$ cat src/rtl/dma4_ctrl.sv
module dma4_ctrl #(
  parameter int NCH = 4,
  parameter int PW  = 8
) (
  input  logic                clk,
  input  logic                rst_n,
  input  logic [4:0]          reg_addr,
  input  logic [7:0]          reg_wdata,
  input  logic                reg_wr,
  input  logic                reg_rd,
  output logic [7:0]          reg_rdata,
  input  logic [NCH-1:0]      dreq,
  output logic [NCH-1:0]      dack,
  output logic                hold_req,
  input  logic                hold_grant,
  output logic [PW+15:0]      mem_addr,
  output logic                mem_rd,
  output logic                mem_wr,
  output logic                io_rd,
  output logic                io_wr,
  output logic                tc_out
);
  localparam int AW = 16;
  localparam int CW = $clog2(NCH);
  localparam logic [1:0] D_TOMEM = 2'b01;
  localparam logic [1:0] D_FRMEM = 2'b10;

  typedef enum logic [1:0] {S_IDLE, S_REQ, S_XFER} st_t;

  st_t              state;
  logic [CW-1:0]    sel, pick;
  logic             found, ptr;
  logic [AW-1:0]    base_a [NCH];
  logic [AW-1:0]    base_c [NCH];
  logic [AW-1:0]    cur_a  [NCH];
  logic [AW-1:0]    cur_c  [NCH];
  logic [PW-1:0]    page   [NCH];
  logic [1:0]       dir    [NCH];
  logic [NCH-1:0]   auto_i, dec, mask, tc_flag;

  wire              xfer  = (state == S_XFER);
  wire              chreg = (reg_addr < 5'd8);
  wire [CW-1:0]     rch   = reg_addr[CW:1];
  wire [CW-1:0]     wch   = reg_wdata[CW-1:0];
  wire              last  = (cur_c[sel] == '0);
  wire [AW-1:0]     stepped = dec[sel] ? cur_a[sel] - 16'd1 : cur_a[sel] + 16'd1;

  always_comb begin
    found = 1'b0;
    pick  = '0;
    for (int i = NCH-1; i >= 0; i--)
      if (dreq[i] && !mask[i]) begin
        found = 1'b1;
        pick  = CW'(i);
      end
  end

  assign hold_req = (state != S_IDLE);
  assign dack     = xfer ? (NCH'(1) << sel) : '0;
  assign mem_addr = {page[sel], cur_a[sel]};
  assign tc_out   = xfer && last;
  assign mem_wr   = xfer && (dir[sel] == D_TOMEM);
  assign io_rd    = xfer && (dir[sel] == D_TOMEM);
  assign mem_rd   = xfer && (dir[sel] == D_FRMEM);
  assign io_wr    = xfer && (dir[sel] == D_FRMEM);

  always_comb begin
    logic [AW-1:0] w;
    w = reg_addr[0] ? cur_c[rch] : cur_a[rch];
    reg_rdata = '0;
    if (chreg)                  reg_rdata = ptr ? w[15:8] : w[7:0];
    else if (reg_addr == 5'd8)  reg_rdata = 8'({dreq, tc_flag});
    else if (reg_addr == 5'd12) reg_rdata = 8'(mask);
    else if (reg_addr[4])       reg_rdata = 8'(page[reg_addr[CW-1:0]]);
  end

  always_ff @(posedge clk or negedge rst_n) begin
    if (!rst_n) begin
      state   <= S_IDLE;
      sel     <= '0;
      ptr     <= 1'b0;
      auto_i  <= '0;
      dec     <= '0;
      mask    <= '1;
      tc_flag <= '0;
      for (int i = 0; i < NCH; i++) begin
        base_a[i] <= '0;
        base_c[i] <= '0;
        cur_a[i]  <= '0;
        cur_c[i]  <= '0;
        page[i]   <= '0;
        dir[i]    <= '0;
      end
    end else begin
      case (state)
        S_IDLE: if (found) begin
          sel   <= pick;
          state <= S_REQ;
        end
        S_REQ:  if (hold_grant) state <= S_XFER;
        default: state <= S_IDLE;
      endcase

      if ((reg_wr || reg_rd) && chreg) ptr <= ~ptr;
      if (reg_rd && reg_addr == 5'd8) tc_flag <= '0;

      if (reg_wr) begin
        if (chreg) begin
          tc_flag[rch] <= 1'b0;
          if (reg_addr[0]) begin
            if (ptr) begin
              base_c[rch][15:8] <= reg_wdata;
              cur_c[rch][15:8]  <= reg_wdata;
            end else begin
              base_c[rch][7:0] <= reg_wdata;
              cur_c[rch][7:0]  <= reg_wdata;
            end
          end else begin
            if (ptr) begin
              base_a[rch][15:8] <= reg_wdata;
              cur_a[rch][15:8]  <= reg_wdata;
            end else begin
              base_a[rch][7:0] <= reg_wdata;
              cur_a[rch][7:0]  <= reg_wdata;
            end
          end
        end else if (reg_addr[4]) begin
          page[reg_addr[CW-1:0]] <= PW'(reg_wdata);
        end else begin
          case (reg_addr)
            5'd9:  mask[wch] <= reg_wdata[2];
            5'd10: begin
              dir[wch]    <= reg_wdata[3:2];
              auto_i[wch] <= reg_wdata[4];
              dec[wch]    <= reg_wdata[5];
            end
            5'd11: ptr  <= 1'b0;
            5'd12: mask <= reg_wdata[NCH-1:0];
            default: ;
          endcase
        end
      end

      if (xfer) begin
        if (last) begin
          tc_flag[sel] <= 1'b1;
          if (auto_i[sel]) begin
            cur_c[sel] <= base_c[sel];
            cur_a[sel] <= base_a[sel];
          end else begin
            cur_c[sel] <= '1;
            cur_a[sel] <= stepped;
            mask[sel]  <= 1'b1;
          end
        end else begin
          cur_c[sel] <= cur_c[sel] - 16'd1;
          cur_a[sel] <= stepped;
        end
      end
    end
  end

  p_tc_flag_r3: assert property (@(posedge clk) disable iff (!rst_n)
    tc_out |=> (tc_flag & $past(dack)) != '0);

  p_self_mask_r4: assert property (@(posedge clk) disable iff (!rst_n)
    (tc_out && !auto_i[sel]) |=> (mask & $past(dack)) != '0);

  p_reload_unmasked_r5: assert property (@(posedge clk) disable iff (!rst_n)
    (tc_out && auto_i[sel] && !reg_wr) |=> (mask & $past(dack)) == '0);

  p_masked_ignored_r6: assert property (@(posedge clk) disable iff (!rst_n)
    (state == S_IDLE && (dreq & ~mask) == '0) |=> !hold_req);

  p_priority_r7: assert property (@(posedge clk) disable iff (!rst_n)
    (state == S_IDLE && dreq[0] && !mask[0]) |=> sel == '0);

  p_verify_quiet_r8: assert property (@(posedge clk) disable iff (!rst_n)
    (dack != '0 && dir[sel] == 2'b00) |-> !mem_rd && !mem_wr && !io_rd && !io_wr);

  p_wait_grant_r9: assert property (@(posedge clk) disable iff (!rst_n)
    (state == S_REQ && !hold_grant) |=> dack == '0);

  p_one_datum_r9: assert property (@(posedge clk) disable iff (!rst_n)
    (dack != '0) |=> dack == '0 && !hold_req);
endmodule

$ cat config.mk
export PLATFORM = sky130hd
export DESIGN_NAME = dma4_ctrl
export DESIGN_NICKNAME = d
export VERILOG_FILES = /design/src/rtl/dma4_ctrl.sv
export SDC_FILE = /design/constraint.sdc
export NUM_CORES = 1
export LEC_CHECK = 0
export BUFFER_PORTS_ARGS = -buffer_cell sky130_fd_sc_hd__buf_2
export CAP_MARGIN = 20
export CORE_MARGIN = 8
export CORE_UTILIZATION = 55
export CTS_CLUSTER_SIZE = 20
export DETAILED_ROUTE_END_ITERATION = 12
export GPL_TIMING_DRIVEN = 1
export PLACE_DENSITY = 0.77
export SYNTH_ARGS = -nofsm -noshare
export SYNTH_HDL_FRONTEND = slang
export SYNTH_SLANG_ARGS = --single-unit
$ cat constraint.sdc
create_clock -name clk -period 10.9 [get_ports clk]
set_input_delay 1.635 -clock clk [delete_from_list [all_inputs] [get_ports clk]]
set_output_delay 1.635 -clock clk [all_outputs]
set_load 0.02 [all_outputs]
Word level (Yosys, flattened, before mapping)
Index checks and enable logic that the tools add are counted.
{"block": "totals", "word_cells": 220, "reg_bits": 317, "out_inout_bits": 42}
{"block": "op_classes", "n_addsub": 3, "muxes": 116, "magnitude_cmp": 15, "n_shift": 1, "bitwise_logic": 13, "n_eq_ne": 11, "reduce_logical": 30}
{"op": "$mux 64", "count": 16}
{"op": "$bwmux 64", "count": 12}
{"op": "$mux 16", "count": 16}
{"op": "$bmux 16 s2", "count": 6}
{"op": "$demux 16 s2", "count": 3}
{"op": "$mux 8", "count": 11}
{"op": "$or 64x64->64", "count": 1}
{"op": "$mux 4", "count": 12}
{"op": "$bmux 8 s2", "count": 2}
{"op": "$bwmux 32", "count": 1}
{"op": "$sub 16x1->16 const B", "count": 2}
{"op": "$eq 5x4->1 const B", "count": 5}
{"op": "$mux 2", "count": 9}
{"op": "$add 16x1->16 const B", "count": 1}
{"op": "$demux 8 s2", "count": 1}
{"op": "$logic_and 1x1->1", "count": 16}
{"op": "$logic_not 16->1", "count": 1}
{"op": "$mux 1", "count": 14}
{"op": "$bwmux 4", "count": 3}
{"op": "$ge 3x3->1 const B", "count": 4}
{"op": "$lt 3x1->1 const B", "count": 4}
{"op": "$not 2->3", "count": 4}
{"op": "$lt 2x3->1 const B", "count": 3}
{"op": "$reduce_and 3->1", "count": 3}
{"op": "other kinds (23)", "count": 39}

Longest topological paths before layout
{"block": "depth", "ltp_word": 14, "ltp_mapped": 17}

Worst setup path after synthesis
OpenSTA, ideal clock, no wires.
{"block": "synth_timing", "kind": "input-to-output", "startpoint": "input reg_addr[1]", "endpoint": "output reg_rdata[4]", "setup_slack_ns": 5.500, "t_arrival_ns": 3.765, "required_time_ns": 9.265, "stages": 7, "path_cell_list": "buf_2 > clkbuf_1 > buf_1 > buf_2 > mux4_2 > a222oi_1 > o21ai_0"}
{"block": "synth_between", "elab_chain_cells": 8}
{"element": "start, declared", "line": "7", "rtl": "input logic [4:0] reg_addr,"}
{"element": "$not 2->3 (not written as such)", "line": "74", "rtl": "else if (reg_addr[4]) reg_rdata = 8'(page[reg_addr[CW-1:0]]);"}
{"element": "$bmux 8 s2", "line": "74"}
{"element": "$mux 8 (not written as such) (2 in series)", "line": "74"}
{"element": "$mux 8", "line": "74"}
{"element": "$mux 8", "line": "73", "rtl": "else if (reg_addr == 5'd12) reg_rdata = 8'(mask);"}
{"element": "$mux 8", "line": "72", "rtl": "else if (reg_addr == 5'd8) reg_rdata = 8'({dreq, tc_flag});"}
{"element": "$mux 8 *", "line": "71", "rtl": "if (chreg) reg_rdata = ptr ? w[15:8] : w[7:0];"}
{"element": "end, declared", "line": "11", "rtl": "output logic [7:0] reg_rdata,"}
Every way passes the cells marked *; elsewhere a longest branch is shown, timed or not. The select of a mux whose other input is x is not followed.

Final worst setup path
{"block": "layout_timing", "startpoint": "register sel[0]", "endpoint": "output dack[1]"}
{"block": "layout_between", "elab_chain_cells": 2}
{"element": "start, declared", "line": "31", "rtl": "logic [CW-1:0] sel, pick;"}
{"element": "start signal, assigned", "line": "97", "rtl": "sel <= pick;"}
{"element": "$shl 1x2->4", "line": "59", "rtl": "assign dack = xfer ? (NCH'(1) << sel) : '0;"}
{"element": "$mux 4", "line": "59"}
{"element": "end, declared", "line": "13", "rtl": "output logic [NCH-1:0] dack,"}
No other way between the ends.

==> flow_summary_export.csv <==
group,metric,value,unit
placement,dpl_cell_area,0.0186,mm2
job,cap_viol_max_count,0,
drt,routed_wl,52300,um
power_and_ir_drop,p_per_area,278,mW/mm2
floorplan,fp.dieH,197,um
synthesis,syn_area_per_cell,11.4,um2
sta,timing.final.crit_share,0.522,
finish,area_growth_syn_to_layout,9.72,%
drt,drc,0,
finish,n_antenna_cell,0,
synthesis,netlist_area,0.0181,mm2
synthesis,synth_top_cell_by_area,"dfrtp_1",
global_route,grt_pass1_vias,13700,
sta,hold_slack,0.472,ns
power_and_ir_drop,leakagePower,0.00872,uW
clock_tree,clock-root-buffer,"clkbuf_16",
floorplan,dieArea,0.0390,mm2
global_route,grt_pass1_wl,81200,um
sta,rsz0062_at_grt,"no",
clock_tree,post-cts-setup-buffers,0,
finish,final_area,0.0199,mm2
clock_tree,post_cts_resized,0,
sta,slew_violations,0,
floorplan,start_util,0.558,
finish,nNetsFinal,1615,
clock_tree,clk_pin_slew_worst_paths,0.06,ns
synthesis,ys.flop_type,"dfrtp_1",
finish,layout-drive-gt1-share,0.294,
setup_path,startpoint_type,"register",
sta,fin_skew,0.0218,ns
setup_path,crit_chain,"buf_4 -> nor2b_1 -> nand2_1 -> inv_2 -> buf_4 -> buf_2",
synthesis,synthArstFlopShare,1.00,
sta,worst_pin_slew,1.16,ns
drt,first_pass_iters,8,
synthesis,synth-seq-cells,317,
synthesis,syn_nets,1626,
clock_tree,cts_hold_buf,0,
drt,vias,13900,
synthesis,ys_warn_count,0,
synthesis,syn_inst,1588,
run_status,status,"completed",
drt,final_antenna_net_count,0,
setup_path,cpMaxStageDelayCell,"dfrtp_4",
placement,dp_hpwl,34000,um
global_route,grt_max_degree,100,
synthesis,synth_edf_count,0,
sta,hold_viol,0,
synthesis,synth_top_area_frac,0.432,
global_route,track_usage,0.268,
sta,slew_headroom,0.227,
setup_path,cp_slowest_stage_delay,0.97,ns
drt,vias_per_cell,6.79,
setup_path,crit_buf_inv,4,
clock_tree,clk_latency,0.52,ns
synthesis,yosysUniqueCellTypes,71,
setup_path,cp.arrival,4.06,ns
synthesis,synth_area_leaders,"dfrtp_1, mux4_2, mux2_2",
sta,setup_tns,0,ns
clock_tree,cts_buffer_depth,3,
clock_tree,htree_levels,2,
drt,drt_iter0_markers,1490,
placement,io_buffers,63,
synthesis,yosysSeqAreaShare,0.438,
hold_path,worstHoldPathType,"register to register",
power_and_ir_drop,ir_drop,0.194,mV
setup_path,path_max_fanout,60,
clock_tree,cts_tree,"built",
setup_path,path_class,"register to output port",
drt,wl_per_cell,25.6,um
floorplan,core_area,0.0325,mm2
sta,clock.fmax,176,MHz
global_route,antenna_found_initial,0,
clock_tree,cts_made_buffers,35,
setup_path,cp_common_cell,"buf_4",
setup_path,critPathTopFamily,"buffers and inverters",
placement,gp_congestion,0.935,
floorplan,die_w,197,um
setup_path,crit_path_end_kind,"output port",
floorplan,fp-row-count,66,
sta,layout_min_cycle_time,5.69,ns
setup_path,required,9.27,ns
global_route,grt_overflow,0,
clock_tree,cts.sinks,317,
sta,setup_viol,0,
floorplan,pin_count,64,
-- synth_stat cells, drive strengths merged, types with 11 or more instances --
| cell type | instances |
|---|---|
| a211oi | 45 |
| mux2 | 193 |
| nor2b | 37 |
| mux2i | 59 |
| nand3 | 14 |
| nand2b | 11 |
| or3 | 11 |
| clkbuf | 95 |
| a31oi | 12 |
| nor2 | 89 |
| and2 | 16 |
| ha | 15 |
| inv | 18 |
| dfrtp | 313 |
| a21oi | 105 |
| o21ai | 103 |
| mux4 | 112 |
| a21o | 21 |
| nor3 | 29 |
| o22ai | 13 |
| nand2 | 128 |
| buf | 40 |
-- layout make-up --
cell class,instances,area [um2]
clock buffer,46,977
clock inverter,16,251
fill,2552,12600
inverter,20,75.1
multi-input combinational,1116,9560
sequential,317,7950
tap,442,553
timing repair buffer,87,513
-- sequential cells by signal, indices dropped and copies added, names as in the netlist, 8 cells and up --
| name | flops |
|---|---|
| base_a | 64 |
| cur_c | 64 |
| dir | 8 |
| cur_a | 64 |
| base_c | 64 |
| page | 32 |
-- power breakdown --
part / switching, uW / internal (uW) / total (uW)
Clock: 491 / 777 / 1270
Sequential: 410 / 1530 / 1940
Combinational: 1280 / 1040 / 2320
Total: 2180 / 3350 / 5530
-- per-stage QoR --
step / power [uW] / worst slack, ns / cells / utilization
floorplan: 3480 / 5.50 / 1588 / -
global placement: 4120 / 5.41 / 1980 / 0.574
detailed placement: 4190 / 5.28 / 1980 / 0.574
CTS: 5480 / 5.20 / 2042 / 0.612
global route: 5790 / 4.92 / 2044 / 0.612
finish: 5530 / 5.21 / 2044 / 0.612
-- cells by family (layout without fill, tap and decap cells) --
kind of cell / after synthesis / in the layout / synth area share
and+or+nand+nor: 372 / 372 / 0.0992
buffers and inverters: 155 / 169 / 0.0348
muxes: 364 / 364 / 0.292
DFF: 317 / 317 / 0.438
adders and majority gates: 16 / 16 / 0.0115
AOI/OAI and AO/OA: 351 / 351 / 0.118
xor gates and xnor gates: 13 / 13 / 0.00629
-- worst reg2reg max path: cells and delay by family (launching register included) --
kind                       cells  cell delay (ns)
and+or+nand+nor                4             1.44
DFF                            1             0.97
muxes                          1             0.89
buffers and inverters          1             0.82
AOI/OAI and AO/OA              3             0.77
adders and majority gates      1             0.43
-- final timing paths --
check	startpoint	end	slack, ns	depth (start not counted)
setup / recovery	sel[0]	dack[1]	5.21	6
hold / removal	base_a[12]	base_a[12]	0.47	2
setup reg to reg	sel[0]	cur_a[62]	5.44	10
hold reg to reg	base_a[12]	base_a[12]	0.47	2
max in group asynchronous	rst_n	base_a[18]	7.40	3
min in group asynchronous	rst_n	page[11]	1.14	1
-- layer usage --
layer  GRT usage  routed length, um  up-vias
li1            -                  -     5906
met1       0.350              20000     7010
met2       0.415              24200      808
met3      0.0780               5780      164
met4       0.113               2330        0
met5           0                  0        -
-- placed cells by master, fill, tap and decap left out, drive strengths merged, types with 4 or more instances in the layout --
master / instances
dfrtp: 313
mux2: 193
nand2: 128
mux4: 112
a21oi: 105
o21ai: 103
nor2: 89
buf: 86
mux2i: 59
clkbuf: 47
a211oi: 45
nor2b: 37
nor3: 29
a21o: 21
inv: 20
and2: 16
ha: 15
nand3: 14
o22ai: 13
a31oi: 12
nand2b: 11
or3: 11
nor4: 8
xor2: 7
o21a: 6
a22oi: 6
xnor2: 6
a222oi: 6
bufinv: 6
clkinv: 6
nor3b: 5
o31ai: 5
and4: 4
and3: 4
o211ai: 4
clkinvlp: 4
dfstp: 4
or2: 4
No activity file was read; power rests on OpenSTA's default activity.
